### config.mk
export PLATFORM = sky130hd
export DESIGN_NAME = bus_wait_ctrl
export DESIGN_NICKNAME = d
export VERILOG_FILES = /design/src/rtl/bwc_pkg.sv /design/src/rtl/bwc_decode.sv /design/src/rtl/bwc_timing_regs.sv /design/src/rtl/bwc_seq.sv /design/src/rtl/bus_wait_ctrl.sv
export SDC_FILE = /design/constraint.sdc
export NUM_CORES = 1
export LEC_CHECK = 0
export ABC_AREA = 1
export BUFFER_PORTS_ARGS = -buffer_cell sky130_fd_sc_hd__buf_2
export CORE_MARGIN = 4
export CORE_UTILIZATION = 35
export CTS_CLUSTER_DIAMETER = 120
export DETAILED_ROUTE_END_ITERATION = 7
export GPL_ROUTABILITY_DRIVEN = 0
export PLACE_DENSITY = 0.59
export SLEW_MARGIN = 20
export SYNTH_ARGS = -nofsm -noshare
export SYNTH_HDL_FRONTEND = slang
export SYNTH_SLANG_ARGS = --single-unit
### constraint.sdc
create_clock -name clk -period 2.8 [get_ports clk]
set_input_delay 0.14 -clock clk [delete_from_list [all_inputs] [get_ports clk]]
set_output_delay 0.14 -clock clk [all_outputs]
set_load 0.02 [all_outputs]
### src/rtl/bwc_pkg.sv
package bwc_pkg;

    localparam int ADDR_W    = 24;
    localparam int DATA_W    = 16;
    localparam int LANE_W    = DATA_W / 2;
    localparam int WAIT_W    = 3;
    localparam int HOLD_W    = 2;
    localparam int CFG_W     = WAIT_W + HOLD_W;
    localparam int CFG_SEL_W = 2;
    localparam int N_REGION  = 3;
    localparam int N_TIMED   = 2;

    typedef enum logic [1:0] {
        RG_PMEM  = 2'd0,
        RG_IO    = 2'd1,
        RG_OTHER = 2'd2
    } region_e;

    typedef enum logic [1:0] {
        ST_IDLE   = 2'd0,
        ST_ACCESS = 2'd1,
        ST_HOLD   = 2'd2
    } seq_state_e;

    // layout matches the register write word: hold above wait
    typedef struct packed {
        logic [HOLD_W-1:0] hold;
        logic [WAIT_W-1:0] wcnt;
    } timing_t;

    typedef struct packed {
        logic [ADDR_W-1:0] addr;
        logic              we;
        logic              word;
        logic [DATA_W-1:0] wdata;
        region_e           region;
    } access_t;

    function automatic timing_t timing_slowest();
        timing_t t;
        t.hold = '1;
        t.wcnt = '1;
        return t;
    endfunction

    function automatic logic [N_REGION-1:0] region_onehot(region_e r);
        return N_REGION'(1) << r;
    endfunction

    function automatic logic [1:0] lane_enables(logic odd, logic word);
        if (word) return 2'b11;
        return odd ? 2'b10 : 2'b01;
    endfunction

    function automatic logic [DATA_W-1:0] lane_read(logic [DATA_W-1:0] d,
                                                     logic odd, logic word);
        if (word) return d;
        return {{LANE_W{1'b0}}, (odd ? d[DATA_W-1:LANE_W] : d[LANE_W-1:0])};
    endfunction

endpackage

### src/rtl/bwc_decode.sv
module bwc_decode
    import bwc_pkg::*;
#(
    parameter logic [ADDR_W-1:0] PMEM_BASE      = 24'h000000,
    parameter int                PMEM_SPAN_LOG2 = 18,
    parameter logic [ADDR_W-1:0] IO_BASE        = 24'hFF0000,
    parameter int                IO_SPAN_LOG2   = 16
) (
    input  logic [ADDR_W-1:0] addr,
    output region_e           region
);
    localparam logic [ADDR_W-1:0] PMEM_MASK =
        ~((ADDR_W'(1) << PMEM_SPAN_LOG2) - ADDR_W'(1));
    localparam logic [ADDR_W-1:0] IO_MASK =
        ~((ADDR_W'(1) << IO_SPAN_LOG2) - ADDR_W'(1));

    logic hit_pmem;
    logic hit_io;

    always_comb begin
        hit_pmem = ((addr ^ PMEM_BASE) & PMEM_MASK) == '0;
        hit_io   = ((addr ^ IO_BASE) & IO_MASK) == '0;
        if (hit_pmem)    region = RG_PMEM;
        else if (hit_io) region = RG_IO;
        else             region = RG_OTHER;
    end
endmodule

### src/rtl/bwc_timing_regs.sv
module bwc_timing_regs
    import bwc_pkg::*;
(
    input  logic                 clk,
    input  logic                 rst,
    input  logic                 cfg_wr,
    input  logic [CFG_SEL_W-1:0] cfg_sel,
    input  logic [CFG_W-1:0]     cfg_wdata,
    input  region_e              region,
    output timing_t              timing
);
    timing_t regs_q [N_TIMED];

    for (genvar i = 0; i < N_TIMED; i++) begin : g_reg
        always_ff @(posedge clk) begin
            if (rst) begin
                regs_q[i] <= timing_slowest();
            end else if (cfg_wr && cfg_sel == CFG_SEL_W'(i)) begin
                regs_q[i] <= timing_t'(cfg_wdata);
            end
        end
    end

    // untimed regions run at zero wait, zero hold
    always_comb begin
        timing = '0;
        for (int i = 0; i < N_TIMED; i++) begin
            if (int'(region) == i) timing = regs_q[i];
        end
    end
endmodule

### src/rtl/bwc_seq.sv
module bwc_seq
    import bwc_pkg::*;
(
    input  logic    clk,
    input  logic    rst,
    input  logic    start,
    input  access_t start_acc,
    input  timing_t start_tim,
    output logic    idle,
    output logic    strobe,
    output logic    last,
    output access_t cur
);
    seq_state_e         st;
    logic [WAIT_W-1:0]  cnt;
    logic [HOLD_W-1:0]  hold_r;

    always_ff @(posedge clk) begin
        if (rst) begin
            st     <= ST_IDLE;
            cnt    <= '0;
            hold_r <= '0;
            cur    <= '0;
        end else begin
            case (st)
                ST_IDLE: begin
                    if (start) begin
                        cur    <= start_acc;
                        cnt    <= start_tim.wcnt;
                        hold_r <= start_tim.hold;
                        st     <= ST_ACCESS;
                    end
                end
                ST_ACCESS: begin
                    if (cnt == '0) begin
                        if (hold_r == '0) begin
                            st <= ST_IDLE;
                        end else begin
                            cnt <= WAIT_W'(hold_r) - 1'b1;
                            st  <= ST_HOLD;
                        end
                    end else begin
                        cnt <= cnt - 1'b1;
                    end
                end
                ST_HOLD: begin
                    if (cnt == '0) st <= ST_IDLE;
                    else           cnt <= cnt - 1'b1;
                end
                default: st <= ST_IDLE;
            endcase
        end
    end

    always_comb begin
        idle   = (st == ST_IDLE);
        strobe = (st == ST_ACCESS);
        last   = strobe && (cnt == '0);
    end
endmodule

### src/rtl/bus_wait_ctrl.sv
module bus_wait_ctrl
    import bwc_pkg::*;
(
    input  logic                 clk,
    input  logic                 rst,
    input  logic                 cfg_wr,
    input  logic [CFG_SEL_W-1:0] cfg_sel,
    input  logic [CFG_W-1:0]     cfg_wdata,
    input  logic                 cpu_req,
    input  logic                 cpu_we,
    input  logic                 cpu_word,
    input  logic [ADDR_W-1:0]    cpu_addr,
    input  logic [DATA_W-1:0]    cpu_wdata,
    output logic                 cpu_idle,
    output logic                 cpu_ready,
    output logic [DATA_W-1:0]    cpu_rdata,
    output logic [N_REGION-1:0]  bus_sel,
    output logic                 bus_strb,
    output logic                 bus_we,
    output logic [1:0]           bus_be,
    output logic [ADDR_W-1:0]    bus_addr,
    output logic [DATA_W-1:0]    bus_wdata,
    output logic                 bus_dvalid,
    input  logic [DATA_W-1:0]    bus_rdata
);
    region_e req_region;
    timing_t req_tim;
    access_t req_acc;
    access_t cur;
    logic    seq_idle;
    logic    seq_strobe;
    logic    seq_last;

    bwc_decode u_dec (
        .addr   (cpu_addr),
        .region (req_region)
    );

    bwc_timing_regs u_regs (
        .clk       (clk),
        .rst       (rst),
        .cfg_wr    (cfg_wr),
        .cfg_sel   (cfg_sel),
        .cfg_wdata (cfg_wdata),
        .region    (req_region),
        .timing    (req_tim)
    );

    always_comb begin
        req_acc.addr   = cpu_addr;
        req_acc.we     = cpu_we;
        req_acc.word   = cpu_word;
        req_acc.wdata  = cpu_wdata;
        req_acc.region = req_region;
    end

    bwc_seq u_seq (
        .clk       (clk),
        .rst       (rst),
        .start     (cpu_req),
        .start_acc (req_acc),
        .start_tim (req_tim),
        .idle      (seq_idle),
        .strobe    (seq_strobe),
        .last      (seq_last),
        .cur       (cur)
    );

    always_comb begin
        cpu_idle   = seq_idle;
        cpu_ready  = seq_last;
        bus_strb   = seq_strobe;
        bus_dvalid = seq_last;
        bus_sel    = seq_strobe ? region_onehot(cur.region) : '0;
        bus_we     = seq_strobe && cur.we;
        bus_be     = seq_strobe ? lane_enables(cur.addr[0], cur.word) : 2'b00;
        bus_addr   = cur.word ? {cur.addr[ADDR_W-1:1], 1'b0} : cur.addr;
        bus_wdata  = cur.word ? cur.wdata : {2{cur.wdata[LANE_W-1:0]}};
        cpu_rdata  = (seq_last && !cur.we)
                   ? lane_read(bus_rdata, cur.addr[0], cur.word) : '0;
    end
endmodule

Word level (Yosys, flattened, before mapping)
Memory sizes are Yosys's and may differ from the RTL's.
Index checks and enable logic that the tools add are counted.
Widths: inputs -> output; s select.
- register bits after elaboration: 51
- bits in writable memories: 10
- input port bits: 69
- logic and storage cells: 77
- memories kept: 1
- memory list (memory ; depth ; bits a word ; read ports ; clocked after memory_dff ; wr ports ; line ; RTL):
    u_regs.regs_q ; 2 ; 5 ; 2 ; 0 ; 2 ; bwc_timing_regs.sv:12 ; timing_t regs_q [N_TIMED];
- $add $sub $neg: 2
- equality and inequality tests: 9
- shift-type cells: 1
- multiplexer cells: 36
- bitwise gates (word level): 3
- reduce and logical (&&, ||, !) cells: 17
- operator list (operator ; count):
    $mux 16 ; 4
    $logic_not 24->1 ; 2
    $mux 2 ; 10
    $mux 5 ; 4
    $mux 3 ; 5
    $mux 1 ; 10
    $pmux 3 s3 ; 1
    $logic_not 2->1 ; 4
    $mux 8 ; 1
    $not 8->8 ; 1
    $pmux 2 s3 ; 1
    $logic_and 1x1->1 ; 5
    $eq 2x1->1 const B ; 2
    $eq 2x2->1 const B ; 2
    $ne 2x1->1 const B ; 2
    $ne 2x2->1 const B ; 2
    $reduce_and 4->1 ; 1
    $logic_not 3->1 ; 1
    $ne 3x3->1 const B ; 1
    $reduce_and 3->1 ; 1
    $reduce_bool 3->1 ; 1
    $shl 1x2->3 const A ; 1
    $sub 2x1->3 const B ; 1
    $sub 3x1->3 const B ; 1
    3 further kinds ; 4

Depth between registers and ports, before layout
- word-level depth: 9
- depth in mapped cells: 9

Modules after synthesis
Synthesis repeated with hierarchy kept, for this count alone.
- cell total of the unflattened synthesis: 428
- area, all modules: 2989.1 sq um
- by module, submodules not included (module ; instances ; cells each ; area each (sq um) ; seq. area each (sq um)):
    bwc_seq ; 1 ; 271 ; 2035.7 ; 1021.0
    bwc_timing_regs ; 1 ; 51 ; 488.0 ; 300.3
    bus_wait_ctrl ; 1 ; 92 ; 411.6 ; 0.0
    bwc_decode ; 1 ; 14 ; 53.8 ; 0.0

Least setup slack after synthesis
OpenSTA, ideal clock, no wires.
- path type: reg2out
- start point: reg u_seq.st[1]
- end point: out cpu_rdata[10]
- data arrival time: 1524 ps
- required time: 2660 ps
- setup slack: 1136 ps
- cell stages (with the launch flop): 8
- path buffers: 1
- cell sequence: dfxtp_1 > inv_1 > ha_1 > buf_4 > nand3_4 > nor2_4 > nand2_2 > nor2_1
- word-level cells in the longest chain between the ends: 4
- ends and longest elaborated chain (item ; line ; RTL):
    start, declared ; bwc_seq.sv:14 ; seq_state_e st;
    start signal, assigned ; bwc_seq.sv:20 ; st <= ST_IDLE;
    start signal, assigned ; bwc_seq.sv:31 ; st <= ST_ACCESS;
    start signal, assigned ; bwc_seq.sv:37 ; st <= ST_IDLE;
    $eq 2x1->1 ; bwc_seq.sv:57 ; strobe = (st == ST_ACCESS);
    via bus_strb ; bus_wait_ctrl.sv:18 ; output logic bus_strb,
    $logic_and 1x1->1 ; bwc_seq.sv:58 ; last = strobe && (cnt == '0);
    $logic_and 1x1->1 ; bus_wait_ctrl.sv:79 ; cpu_rdata = (seq_last && !cur.we)
    $mux 16 ; bus_wait_ctrl.sv:80 ; ? lane_read(bus_rdata, cur.addr[0], cur.word) : '0;
    end, declared ; bus_wait_ctrl.sv:16 ; output logic [DATA_W-1:0] cpu_rdata,
The timed path passes the listed nets, and every way through them passes these cells.

Worst setup path in the final report
- start point: reg u_seq.st[1]
- end point: out cpu_rdata[11]
- word-level cells in the longest chain between the ends: 4
- ends and longest elaborated chain (item ; line):
    $eq 2x1->1 ; bwc_seq.sv:57
    $logic_and 1x1->1 ; bwc_seq.sv:58
    $logic_and 1x1->1 ; bus_wait_ctrl.sv:79
    $mux 16 ; bus_wait_ctrl.sv:80
No other way between the ends.

==> results.sh <==
export IMPL_yosys_warnings=0
export IMPL_dieArea_mm2=0.01070
export IMPL_hold_depth=3
export IMPL_syn_avg_cell_area_um2=7.216
export IMPL_cts_buffers=9
export IMPL_clkSinkCount=61
export IMPL_grt_pass1_vias=2680
export IMPL_grt_antenna_before_repair=0
export IMPL_reg2reg_slack_ns=1.05
export IMPL_synth_cells=442
export IMPL_r2r_end="u_seq.hold_r[1]"
export IMPL_max_stage_delay_ns=0.36
export IMPL_drive_gt1_share_pct=31.56
export IMPL_yosysMostFrequentCell="nor2_1"
export IMPL_critPathKind="reg2out"
export IMPL_drtPass1Iterations=4
export IMPL_start_kind="flop"
export IMPL_dp_hpwl_um=6044
export IMPL_post_cts_setup_buffers=0
export IMPL_die_height_um=103.5
export IMPL_drt_initial_drc_count=81
export IMPL_cts_tree="yes"
export IMPL_yosys_area_top_type="dfxtp_1"
export IMPL_fin_util_pct=43.76
export IMPL_whs_endpoint="u_seq.cur[26]"
export IMPL_n_antenna_cell=0
export IMPL_ys_seq_elements=61
export IMPL_r2r_cells=8
export IMPL_leakagePower_nw=2.005
export IMPL_area_growth_pct=20.83
export IMPL_fin_crit_sh_pct=73.48
export IMPL_path_delay_family="simple AND/OR/NAND/NOR gates"
export IMPL_max_slew_margin_rel_pct=48.08
export IMPL_drc=0
export IMPL_synthTopCellsByCount="101 x nor2_1, 80 x nand2_1, 51 x dfxtp_1"
export IMPL_cts_hold_buf=0
export IMPL_path_max_fanout=9
export IMPL_syn_area_mm2=0.003189
export IMPL_yosys_area_top_type_share_pct=32.01
export IMPL_synth_distinct_cells=27
export IMPL_clock_skew_ns=0.007387
export IMPL_nets=615
export IMPL_grt_pass1_wl_um=12300
export IMPL_p_sw_share_pct=35.63
export IMPL_port_buffers=134
export IMPL_grt_max_degree=49
export IMPL_wl_um=8069
export IMPL_crit_required_ns=2.66
export IMPL_synth_fp_nets=517
export IMPL_rows=34
export IMPL_worstPathCellList="inv_1 -> ha_1 -> nand3_4 -> nor2_4 -> nand2_2 -> nor2_1 -> buf_2"
export IMPL_clkPwrFrac_pct=29.1
export IMPL_path_buf_inv=2
export IMPL_drv_slew=0
export IMPL_arrival_ns=1.92
export IMPL_setup_tns_ns=0
export IMPL_vias_per_cell=4.522
export IMPL_peakVddDrop_mv=0.2508
export IMPL_core_area_mm2=0.008806
export IMPL_fmax_ghz=0.4860
export IMPL_io_pins=135
export IMPL_endpoint_kind="primary output"
export IMPL_status="complete, no violations"
export IMPL_drv_cap=0
export IMPL_synth_main_ff_cell="dfxtp_1"
export IMPL_synth_area_leaders="dfxtp_1 32%, nor2_1 12%, edfxtp_1 9.4%"
export IMPL_powerDensity_mw_per_mm2=689.2
export IMPL_detail_route_antenna_nets=0
export IMPL_combPwrFrac_pct=30.8
export IMPL_seqPwrFrac_pct=40.1
export IMPL_rsz0062_at_grt="false"
export IMPL_wl_per_cell_um=12.36
export IMPL_vias=2953
export IMPL_hold_path_class="in2reg"
export IMPL_worstSkewPairLatency_ns=0.33
export IMPL_setup_violations=0
export IMPL_rr_startpoint="u_seq.st[0]"
export IMPL_root_buffer="clkbuf_8"
export IMPL_die_w_um=103.5
export IMPL_start_util_pct=36.22
export IMPL_power_switching_mw=0.9463
export IMPL_hp_start="cpu_addr[6]"
export IMPL_crit_start="u_seq.st[1]"
export IMPL_grt_usage_pct=14.67
export IMPL_grt_ovfl_total=0
export IMPL_tightest_slew_ns=0.7721
export IMPL_yosysSeqAreaShare_pct=41.43
export IMPL_finalHoldViolations=0
export IMPL_layout_min_cycle_time_ns=2.058
export IMPL_htree_levels=3
export IMPL_async_reset_ff_share_pct=0
export IMPL_p_int_mw=1.710
export IMPL_synth_edf_count=10
export IMPL_clk_pin_slew_ns=0.07
export IMPL_clockBufferDepth=2
export IMPL_crit_slowest_cell="ha_1"
export IMPL_cts_resized=0
## final cells by class
| type | count | area, um2 |
|---|---|---|
| fill | 939 | 4952 |
| inverter | 45 | 168.9 |
| timing repair buffer | 136 | 685.7 |
| sequential | 61 | 1321 |
| clock inverter | 4 | 48.80 |
| multi-input combinational | 287 | 1349 |
| tap | 108 | 135.1 |
| clock buffer | 12 | 145.1 |
## cell usage in the layout, fill, tap and decap left out, types with 6 or more instances in the layout
master	n
buf_2	134
nor2_1	101
nand2_1	80
dfxtp_1	51
inv_1	39
o21ai_0	39
o21ai_1	15
a21oi_1	11
nand3_1	11
clkbuf_8	10
edfxtp_1	10
inv_2	6
ha_1	6
## worst max path at each step
stage / endpoint / cells after the start
2_1_floorplan: cpu_rdata[10] / 7
3_3_place_gp: cpu_rdata[9] / 7
3_5_place_dp: u_seq.hold_r[1] / 8
4_1_cts: cpu_rdata[9] / 7
5_1_grt: cpu_rdata[9] / 7
6_report: cpu_rdata[11] / 7
## power by group through the flow
stage / clock network [mW] / logic [mW] / registers (mW)
floorplan: 0 / 0.685 / 1.06
global placement: 0 / 0.818 / 1.08
detailed placement: 0 / 0.831 / 1.08
CTS: 0.808 / 0.833 / 1.07
global route: 0.842 / 0.917 / 1.08
finish: 0.773 / 0.819 / 1.06
## state kept, by name, summed over array words and instances, names as in the netlist
| register | count |
|---|---|
| u_seq.hold_r | 2 |
| u_seq.st | 2 |
| u_regs.regs_q | 10 |
| u_seq.cur | 44 |
| u_seq.cnt | 3 |
## through the flow
stage	instances	power, mW	area (um2)	hold WS, ns	setup slack (ns)
after floorplan	442	1.750	3189	0.2852	1.136
after global placement	637	1.899	3660	0.3812	1.130
after detailed placement	637	1.916	3660	0.3848	1.024
after CTS	653	2.706	3854	0.02593	0.6879
after global routing	653	2.836	3854	0.05988	0.5140
final	653	2.656	3854	0.04625	0.7424
## per-layer routing
metal / vias up / routed length (um) / track usage (%)
li1: 1554 / - / -
met5: - / 0 / 0
met2: 102 / 3759 / 25.20
met4: 0 / 67 / 4.183
met3: 6 / 689 / 4.896
met1: 1291 / 3554 / 17.45
## cell families (layout without fill, tap and decap cells)
| family | count (synthesis) | after routing | share of synthesized area, % |
|---|---|---|---|
| xor+xnor | 1 | 1 | 0.2747 |
| buf+inv | 94 | 197 | 16.28 |
| compound gates | 70 | 70 | 11.49 |
| fa+ha+maj | 6 | 6 | 2.354 |
| flops | 61 | 61 | 41.43 |
| simple gates | 210 | 210 | 28.17 |
## tightest hold or removal path: stages
cell     delay [ns]
buf_2          0.08
o21ai_1        0.05
nor2_1         0.07
No activity file was read; power rests on OpenSTA's default activity.
